===== config.mk =====
export PLATFORM = sky130hd
export DESIGN_NAME = sc_char_tx
export DESIGN_NICKNAME = d
export VERILOG_FILES = /design/src/rtl/sc_char_pkg.sv /design/src/rtl/sc_char_seq.sv /design/src/rtl/sc_char_shifter.sv /design/src/rtl/sc_char_status.sv /design/src/rtl/sc_char_tx.sv
export SDC_FILE = /design/constraint.sdc
export NUM_CORES = 1
export LEC_CHECK = 0
export BUFFER_PORTS_ARGS = -buffer_cell sky130_fd_sc_hd__buf_4
export CAP_MARGIN = 20
export CORE_MARGIN = 5
export CORE_UTILIZATION = 29
export DETAILED_ROUTE_END_ITERATION = 12
export GPL_ROUTABILITY_DRIVEN = 0
export GPL_TIMING_DRIVEN = 1
export SYNTH_ARGS = -nofsm -noshare
export SYNTH_HDL_FRONTEND = slang
export SYNTH_SLANG_ARGS = --single-unit

===== constraint.sdc =====
create_clock -name clk -period 4.3 [get_ports clk]
set_input_delay 0.645 -clock clk [delete_from_list [all_inputs] [get_ports clk]]
set_output_delay 0.645 -clock clk [all_outputs]
set_load 0.02 [all_outputs]

===== src/rtl/sc_char_pkg.sv =====
package sc_char_pkg;
  // Sequencer states of the character transmitter
  typedef enum logic [2:0] {
    ST_IDLE,   // nothing to send
    ST_PEND,   // byte accepted, waiting for the next half tick
    ST_SEND,   // character bits and end window in progress
    ST_ERRW,   // card holds the error signal
    ST_GUARD   // gap before the repeated character
  } seq_state_e;
endpackage


===== src/rtl/sc_char_seq.sv =====
module sc_char_seq
  import sc_char_pkg::*;
#(
  parameter int DATA_W       = 8,
  parameter int GUARD_HALVES = 4,
  localparam int FRAME_BITS   = DATA_W + 2,
  localparam int FRAME_HALVES = 2 * FRAME_BITS,
  localparam int SAMPLE_AT    = FRAME_HALVES + 1,
  localparam int NORMAL_AT    = FRAME_HALVES + 4,
  localparam int CNT_W        = $clog2(NORMAL_AT + 1),
  localparam int G_W          = $clog2(GUARD_HALVES + 1)
) (
  input  logic             clk,
  input  logic             rst_n,
  input  logic             half_tick,
  input  logic             enable,
  input  logic             short_end,
  input  logic             start_req,
  input  logic             line_in,
  output logic             sending,
  output logic [CNT_W-1:0] hcnt,
  output logic             char_ok,
  output logic             err_evt
);

  seq_state_e       state_q, state_d;
  logic [CNT_W-1:0] hcnt_q, hcnt_d;
  logic [G_W-1:0]   gcnt_q, gcnt_d;

  always_comb begin
    state_d = state_q;
    hcnt_d  = hcnt_q;
    gcnt_d  = gcnt_q;
    char_ok = 1'b0;
    err_evt = 1'b0;
    if (!enable) begin
      state_d = ST_IDLE;
      hcnt_d  = '0;
      gcnt_d  = '0;
    end else begin
      case (state_q)
        ST_IDLE: if (start_req) state_d = ST_PEND;
        ST_PEND: if (half_tick) begin
          state_d = ST_SEND;
          hcnt_d  = '0;
        end
        ST_SEND: if (half_tick) begin
          hcnt_d = hcnt_q + 1'b1;
          if (hcnt_q == CNT_W'(SAMPLE_AT)) begin
            if (!line_in) begin
              err_evt = 1'b1;
              state_d = ST_ERRW;
            end else if (short_end) begin
              char_ok = 1'b1;
              state_d = ST_IDLE;
            end
          end else if (hcnt_q == CNT_W'(NORMAL_AT)) begin
            char_ok = 1'b1;
            state_d = ST_IDLE;
          end
        end
        ST_ERRW: if (half_tick && line_in) begin
          state_d = ST_GUARD;
          gcnt_d  = '0;
        end
        ST_GUARD: if (half_tick) begin
          if (gcnt_q == G_W'(GUARD_HALVES - 1)) begin
            state_d = ST_SEND;
            hcnt_d  = '0;
          end else begin
            gcnt_d = gcnt_q + 1'b1;
          end
        end
        default: state_d = ST_IDLE;
      endcase
    end
  end

  always_ff @(posedge clk or negedge rst_n) begin
    if (!rst_n) begin
      state_q <= ST_IDLE;
      hcnt_q  <= '0;
      gcnt_q  <= '0;
    end else begin
      state_q <= state_d;
      hcnt_q  <= hcnt_d;
      gcnt_q  <= gcnt_d;
    end
  end

  assign sending = (state_q == ST_SEND);
  assign hcnt    = hcnt_q;

endmodule


===== src/rtl/sc_char_shifter.sv =====
module sc_char_shifter #(
  parameter int DATA_W = 8,
  parameter int CNT_W  = 5,
  localparam int FRAME_BITS = DATA_W + 2
) (
  input  logic              sending,
  input  logic [CNT_W-1:0]  hcnt,
  input  logic [DATA_W-1:0] data,
  output logic              drive_low
);

  logic [FRAME_BITS-1:0] frame_vec;
  logic [CNT_W-1:0]      bit_idx;
  logic [FRAME_BITS-1:0] low_hit;

  // start bit at index 0, even parity on top
  assign frame_vec = {^data, data, 1'b0};
  assign bit_idx   = hcnt >> 1;

  for (genvar i = 0; i < FRAME_BITS; i++) begin : g_bit
    assign low_hit[i] = (bit_idx == CNT_W'(i)) & ~frame_vec[i];
  end

  assign drive_low = sending & (|low_hit);

endmodule


===== src/rtl/sc_char_status.sv =====
module sc_char_status #(
  parameter int DATA_W = 8
) (
  input  logic              clk,
  input  logic              rst_n,
  input  logic              enable,
  input  logic              wr_en,
  input  logic [DATA_W-1:0] wr_data,
  input  logic              err_clr,
  input  logic              char_ok,
  input  logic              err_evt,
  input  logic              empty_irq_en,
  input  logic              error_irq_en,
  output logic [DATA_W-1:0] data_q,
  output logic              empty_q,
  output logic              done_q,
  output logic              err_q,
  output logic              start_req,
  output logic              empty_irq,
  output logic              error_irq
);

  logic accept;
  logic empty_d, done_d, err_d;

  assign accept    = wr_en & enable & empty_q & ~err_q;
  assign start_req = accept;

  always_comb begin
    empty_d = empty_q;
    done_d  = done_q;
    if (!enable || char_ok) begin
      empty_d = 1'b1;
      done_d  = 1'b1;
    end else if (accept) begin
      empty_d = 1'b0;
      done_d  = 1'b0;
    end
    err_d = err_q;
    if (err_evt)      err_d = 1'b1;
    else if (err_clr) err_d = 1'b0;
  end

  always_ff @(posedge clk or negedge rst_n) begin
    if (!rst_n) begin
      data_q  <= '0;
      empty_q <= 1'b1;
      done_q  <= 1'b1;
      err_q   <= 1'b0;
    end else begin
      if (accept) data_q <= wr_data;
      empty_q <= empty_d;
      done_q  <= done_d;
      err_q   <= err_d;
    end
  end

  assign empty_irq = done_q & empty_irq_en;
  assign error_irq = err_q & error_irq_en;


  err_hold_chk: assert property (@(posedge clk) disable iff (!rst_n)
    (err_q && !err_clr) |=> err_q);


  flag_pair_chk: assert property (@(posedge clk) disable iff (!rst_n)
    $rose(done_q) |-> empty_q);

endmodule


===== src/rtl/sc_char_tx.sv =====
module sc_char_tx #(
  parameter int DATA_W       = 8,
  parameter int GUARD_HALVES = 4,
  localparam int FRAME_BITS  = DATA_W + 2,
  localparam int CNT_W       = $clog2(2 * FRAME_BITS + 5)
) (
  input  logic              clk,
  input  logic              rst_n,
  input  logic              half_tick,
  input  logic              tx_enable,
  input  logic              short_end,
  input  logic              empty_irq_en,
  input  logic              error_irq_en,
  input  logic              wr_en,
  input  logic [DATA_W-1:0] wr_data,
  input  logic              err_clr,
  input  logic              line_in,
  output logic              line_drive_low,
  output logic              data_empty,
  output logic              tx_done,
  output logic              err_flag,
  output logic              empty_irq,
  output logic              error_irq
);

  logic [1:0]        rst_pipe;
  logic              rst_int_n;
  logic              sending, char_ok, err_evt, start_req;
  logic [CNT_W-1:0]  hcnt;
  logic [DATA_W-1:0] data_q;

  always_ff @(posedge clk or negedge rst_n) begin
    if (!rst_n) rst_pipe <= '0;
    else        rst_pipe <= {rst_pipe[0], 1'b1};
  end
  assign rst_int_n = rst_pipe[1];

  sc_char_seq #(.DATA_W(DATA_W), .GUARD_HALVES(GUARD_HALVES)) seq_i (
    .clk       (clk),
    .rst_n     (rst_int_n),
    .half_tick (half_tick),
    .enable    (tx_enable),
    .short_end (short_end),
    .start_req (start_req),
    .line_in   (line_in),
    .sending   (sending),
    .hcnt      (hcnt),
    .char_ok   (char_ok),
    .err_evt   (err_evt)
  );

  sc_char_shifter #(.DATA_W(DATA_W), .CNT_W(CNT_W)) shift_i (
    .sending   (sending),
    .hcnt      (hcnt),
    .data      (data_q),
    .drive_low (line_drive_low)
  );

  sc_char_status #(.DATA_W(DATA_W)) stat_i (
    .clk          (clk),
    .rst_n        (rst_int_n),
    .enable       (tx_enable),
    .wr_en        (wr_en),
    .wr_data      (wr_data),
    .err_clr      (err_clr),
    .char_ok      (char_ok),
    .err_evt      (err_evt),
    .empty_irq_en (empty_irq_en),
    .error_irq_en (error_irq_en),
    .data_q       (data_q),
    .empty_q      (data_empty),
    .done_q       (tx_done),
    .err_q        (err_flag),
    .start_req    (start_req),
    .empty_irq    (empty_irq),
    .error_irq    (error_irq)
  );


  start_low_chk: assert property (@(posedge clk) disable iff (!rst_int_n)
    (sending && hcnt == '0) |-> line_drive_low);


  release_on_err_chk: assert property (@(posedge clk) disable iff (!rst_int_n)
    $rose(err_flag) |-> !line_drive_low);


  enable_abort_chk: assert property (@(posedge clk) disable iff (!rst_int_n)
    !tx_enable |=> (!line_drive_low && data_empty && tx_done));

endmodule


## After elaboration in Yosys (flattened, before gate mapping)

Cells that the tools add are included.

- Memories: 0
- Bits in writable memories: 0
- Input port bits: 18
- Bits in registers: 23
- Latch bits: 0
- Bits in read-only memories: 0
- Output and inout bits: 6

- Add/sub/neg operators: 2
- Reduce and logical (&&, ||, !) cells: 12
- $lt $le $gt $ge: 0
- Multiplexer cells: 39
- Bitwise operators: 25
- Multiply operators: 0
- Equal/unequal tests: 27
- Shift operators: 0
- Divide/modulo/power cells: 0

Operators with widths:

| operator | number |
|---|---|
| two-way mux 3 bit | 15 |
| two-way mux 5 bit | 5 |
| == test 4 x 3 -> 1 bit (second input constant) | 4 |
| two-way mux 1 bit | 16 |
| bitwise AND 1 bit | 15 |
| one-hot mux 3 bit (5 select lines) | 1 |
| one-hot mux 5 bit (3 select lines) | 1 |
| != test 3 bit (second input constant) | 4 |
| == test 5 bit (second input constant) | 2 |
| inverter 1 bit | 10 |
| OR reduction 10 bit | 1 |
| == test 3 x 2 -> 1 bit (second input constant) | 3 |
| != test 3 x 2 -> 1 bit (second input constant) | 3 |
| == test 4 x 2 -> 1 bit (second input constant) | 2 |
| == test 4 bit (second input constant) | 2 |
| AND reduction 8 bit | 1 |
| parity 8 bit | 1 |
| one-hot mux 3 bit (2 select lines) | 1 |
| adder 5 x 1 -> 5 bit (second input constant) | 1 |
| logical NOT 5 bit | 1 |
| != test 5 bit (second input constant) | 1 |
| AND reduction 5 bit | 1 |
| == test 4 x 1 -> 1 bit (second input constant) | 1 |
| != test 4 x 1 -> 1 bit (second input constant) | 1 |
| other kinds (11) | 12 |

## Longest topological paths before layout

- Depth after elaboration: 8
- Gate-level depth with buffers: 8

## Cells and area by module

Synthesis repeated with hierarchy kept, for this count alone.

- Cell total of the unflattened synthesis: 143
- Area, all modules: 1472.7 µm²

By module, submodules not included:

| module | area an instance (µm²) | times used | cells each |
|---|---|---|---|
| sc_char_seq | 833.3 | 1 | 93 |
| sc_char_status | 421.7 | 1 | 28 |
| sc_char_shifter | 163.9 | 1 | 19 |
| sc_char_tx | 53.8 | 1 | 3 |

## Worst setup path before layout

OpenSTA, ideal clock, no wires.

- Path kind: register -> output
- From: register stat_i.data_q[0]
- To: output line_drive_low
- Stages on the path, launching flop included: 6
- Buffers on the path: 0
- Arrival: 1.896 ns
- Data required time: 3.655 ns
- Setup slack: 1.759 ns
- Cell sequence: dfrtp_1 -> xnor3_1 -> xnor3_1 -> nand2_1 -> xnor2_1 -> o41ai_1

- Word-level cells in the longest chain between the ends: 5

Ends and longest elaborated chain:

| what | RTL line | source |
|---|---|---|
| start, declared | sc_char_status.sv:14 | `output logic [DATA_W-1:0] data_q,` |
| start signal, assigned | sc_char_status.sv:51 | `if (accept) data_q <= wr_data;` |
| parity 8 bit | sc_char_shifter.sv:17 | `assign frame_vec = {^data, data, 1'b0};` |
| inverter 1 bit | sc_char_shifter.sv:21 | `assign low_hit[i] = (bit_idx == CNT_W'(i)) & ~frame_vec[i];` |
| bitwise AND 1 bit | sc_char_shifter.sv:21 |  |
| OR reduction 10 bit * | sc_char_shifter.sv:24 | `assign drive_low = sending & (\|low_hit);` |
| bitwise AND 1 bit * | sc_char_shifter.sv:24 |  |
| end, declared | sc_char_tx.sv:18 | `output logic line_drive_low,` |

Mark *: on every way between the ends. The rest lies on a longest branch, timed or not.

## Final worst setup path

- From: register seq_i.hcnt_q[1] (netlist: seq_i.hcnt[1])
- To: output line_drive_low

- Word-level cells in the longest chain between the ends: 4

Ends and longest elaborated chain:

| what | RTL line | source |
|---|---|---|
| start, declared | sc_char_seq.sv:27 | `logic [CNT_W-1:0] hcnt_q, hcnt_d;` |
| start signal, assigned | sc_char_seq.sv:86 | `hcnt_q <= hcnt_d;` |
| == test 4 x 1 -> 1 bit (tied with other cells) | sc_char_shifter.sv:21 |  |
| bitwise AND 1 bit | sc_char_shifter.sv:21 |  |
| OR reduction 10 bit * | sc_char_shifter.sv:24 |  |
| bitwise AND 1 bit * | sc_char_shifter.sv:24 |  |

Marks and branches as above.

==> out/results.tsv <==
stage	metric	value	unit
status	status	complete, no violations	
critical_path	CP Max Fanout	8	
yosys	most frequent cells after synthesis	dfrtp_1, nand2_1, o21ai_1, mux2_2, inv_1	
clocking	post-CTS setup buffers	0	
timing	Fin. Hold Viols	0	
clocking	Clk Latency, worst-skew pair	0.27	ns
floorplanning	num rows	25	
floorplanning	Starting Density	30.1	%
yosys	total of warnings raised by yosys	0	
place	I/O Buffers	23	
critical_path	critical-path cell list	mux4_2 > a2111o_1 > o41ai_1 > buf_4	
clocking	cts repair resizes	0	
routing	post-DR wirelength/cell	13.0	um
timing	crit path time final	2.65	ns
floorplanning	die footprint	6450	sq um
routing	Detailed Routing Iterations Pass 1	4	
critical_path	Critical Path RT	3.65	ns
yosys	share of Yosys cell area claimed by the top area cell type	38.4	%
timing	fin crit share	61.7	%
global_routing	first-pass GRT wire length	4.84	mm
critical_path	Slowest cell on crit path	mux4_2	
power	peak supply drop	0.000257	V
timing	worst hold margin	0.145	ns
yosys	most common cell in the netlist	dfrtp_1	
critical_path	Crit path arrival time	2.01	ns
clocking	htree depth	1	
global_routing	GRT Total Usage	9.52	%
clocking	CTS Buf Count	3	
min_path	Hold Crit Class	input pin to asynchronous set/reset pin	
floorplanning	I/O pins	24	
place	placed wire-length estimate	2.06	mm
critical_path	critical path class	flop to primary output	
floorplanning	die height	80.3	um
yosys	Synth area leaders	dfrtp_1, mux2_2, ha_1	
yosys	syn_nets	159	
timing	Slew Limit Fails	0	
final_layout	ratio of cells with drive above 1 in the final layout	27.3	%
flow_run	reported max-cap violation count	0	
yosys	EDFF count, synth	0	
global_routing	initial antenna violation count	0	
power	Pleak	0.720	nW
clocking	CTS max path bufs	2	
place	placed cell count	217	
routing	vias	1041	
final_layout	# diodes	0	
routing	Final ANT Viol Nets	0	
global_routing	GRT overflow	0	
yosys	sequential area share after synthesis	40.3	%
clocking	cts hold-fix bufs	0	
routing	vias per cell	4.71	
clocking	clock-pin slew on the worst setup and hold paths	0.08	ns
yosys	post-synthesis cell count	136	
critical_path	Reg2Reg Setup Slack	2.43	ns
routing	drt initial violations	78	
yosys	Post-synth top flop	dfrtp_1	
timing	endpoints failing setup	0	
timing	setup_tns	0	ns
critical_path	Bufs and invs on worst path	1	
final_layout	NumNets Final	178	
yosys	Syn Std Cell Area	1430	sq um
timing	Clock Skews	0.00860	ns
critical_path	crit path capture type	primary output	
yosys	Synth Register Bits	23	
power	PD cells	409	nW/um^2
yosys	post-synth cell types	48	
floorplanning	Die W	80.3	um
clocking	CTS sink count	23	
routing	final wirelength	2.88	mm
timing	Max Fclk	0.377	GHz
routing	# DRC	0	
final_layout	final cell count without fillers	221	
timing	RSZ-0062 raised after global routing	false	
critical_path	crit-path max cell delay	0.53	ns
yosys	ys async rst share	100	%
critical_path	CP startpoint kind	flop	
floorplanning	Placeable Area	4750	sq um
critical_path	Worst path top cell family by delay	multiplexers	
timing	relative slew slack	38.8	%
final_layout	Filler cells	518	
global_routing	largest net degree at the start of global routing	22	
clocking	CTS tree	done	
yosys	Mean Syn Cell Area	10.5	sq um
timing	Slew @ Worst Pin	0.918	ns
yosys	area leader, netlist	dfrtp_1	
clocking	CTS Root Cell	clkbuf_8	
final_layout	Syn-to-layout area delta	16.9	%
global_routing	vias in the first global route	1032	
==> layout make-up <==
class / instances / area [sq um] / area share (%)
timing repair buffer: 23 / 173 / 10.3
multi-input combinational: 97 / 771 / 46.0
tap: 67 / 83.8 / 5.00
sequential: 23 / 577 / 34.4
inverter: 7 / 26.3 / 1.57
clock buffer: 4 / 45.0 / 2.69
==> per-layer routing <==
| metal | global-route usage [%] | wire length, um | part of all wire, % | up-vias |
|---|---|---|---|---|
| li1 | - | - | - | 524 |
| met1 | 13.5 | 1500 | 52 | 490 |
| met5 | 0 | 0 | 0 | - |
| met2 | 13.7 | 1170 | 41 | 27 |
| met3 | 3.81 | 212 | 7.4 | 0 |
| met4 | 1.52 | 0 | 0 | 0 |
==> placed cells by master, fill, tap and decap left out, drive strengths merged, types with 2 or more instances in the layout <==
cell type | Yosys | layout
buf | 6 | 23
dfrtp | 22 | 22
nand2 | 11 | 11
o21ai | 11 | 11
mux2 | 11 | 11
inv | 6 | 6
nor2 | 6 | 6
nand3 | 5 | 5
ha | 5 | 5
xnor2 | 4 | 4
a21oi | 4 | 4
nand4 | 4 | 4
clkbuf | 3 | 4
mux2i | 3 | 3
xnor3 | 2 | 2
nand2b | 2 | 2
and2 | 2 | 2
nand4b | 2 | 2
o22ai | 2 | 2
and3 | 2 | 2
o31ai | 2 | 2
or3b | 2 | 2
nor3b | 2 | 2
==> path summary, 6_finish.rpt <==
kind                               start          endpoint  cells after the start
max in group asynchronous    rst_pipe[1]     seq_i.hcnt[1]                      0
max                        seq_i.hcnt[1]    line_drive_low                      4
min reg2reg                  rst_pipe[0]       rst_pipe[1]                      0
min                                rst_n       rst_pipe[0]                      1
min in group clk             rst_pipe[0]       rst_pipe[1]                      0
max reg2reg                seq_i.hcnt[1]  seq_i.state_q[1]                      7
==> power breakdown <==
part | total, mW | internal, mW | switching, mW
clock network | 0.140 | 0.0662 | 0.0734
logic | 0.246 | 0.141 | 0.105
registers | 0.300 | 0.247 | 0.0533
==> logic make-up (layout without fill, tap and decap cells) <==
kind of cell / after synthesis / count (layout) / synth area share, %
flops: 23 / 23 / 40.3
buf+inv: 16 / 34 / 5.94
xor+xnor: 7 / 7 / 6.20
fa+ha+maj: 5 / 5 / 4.37
simple gates: 41 / 41 / 17.2
compound gates: 28 / 28 / 13.5
other cells: 1 / 1 / 0.262
mux: 15 / 15 / 12.3
==> stage by stage <==
step                setup WS (ns)  power [mW]  area (sq um)  utilization, %
global placement             1.95       0.550          1630            34.3
CTS                          1.64       0.694          1680            35.2
floorplan                    1.76       0.505          1430               -
detailed placement           1.94       0.552          1630            34.3
global route                 1.56       0.733          1680            35.2
finish                       1.65       0.686          1680            35.2
==> state kept, by name (all words and copies together), names as in the netlist <==
signal and flops:
stat_i.err_q 1, stat_i.data_q 8, seq_i.gcnt_q 3, seq_i.state_q 3, rst_pipe 2, stat_i.empty_q 1, seq_i.hcnt 5
Power figures use the tool's default switching activity.
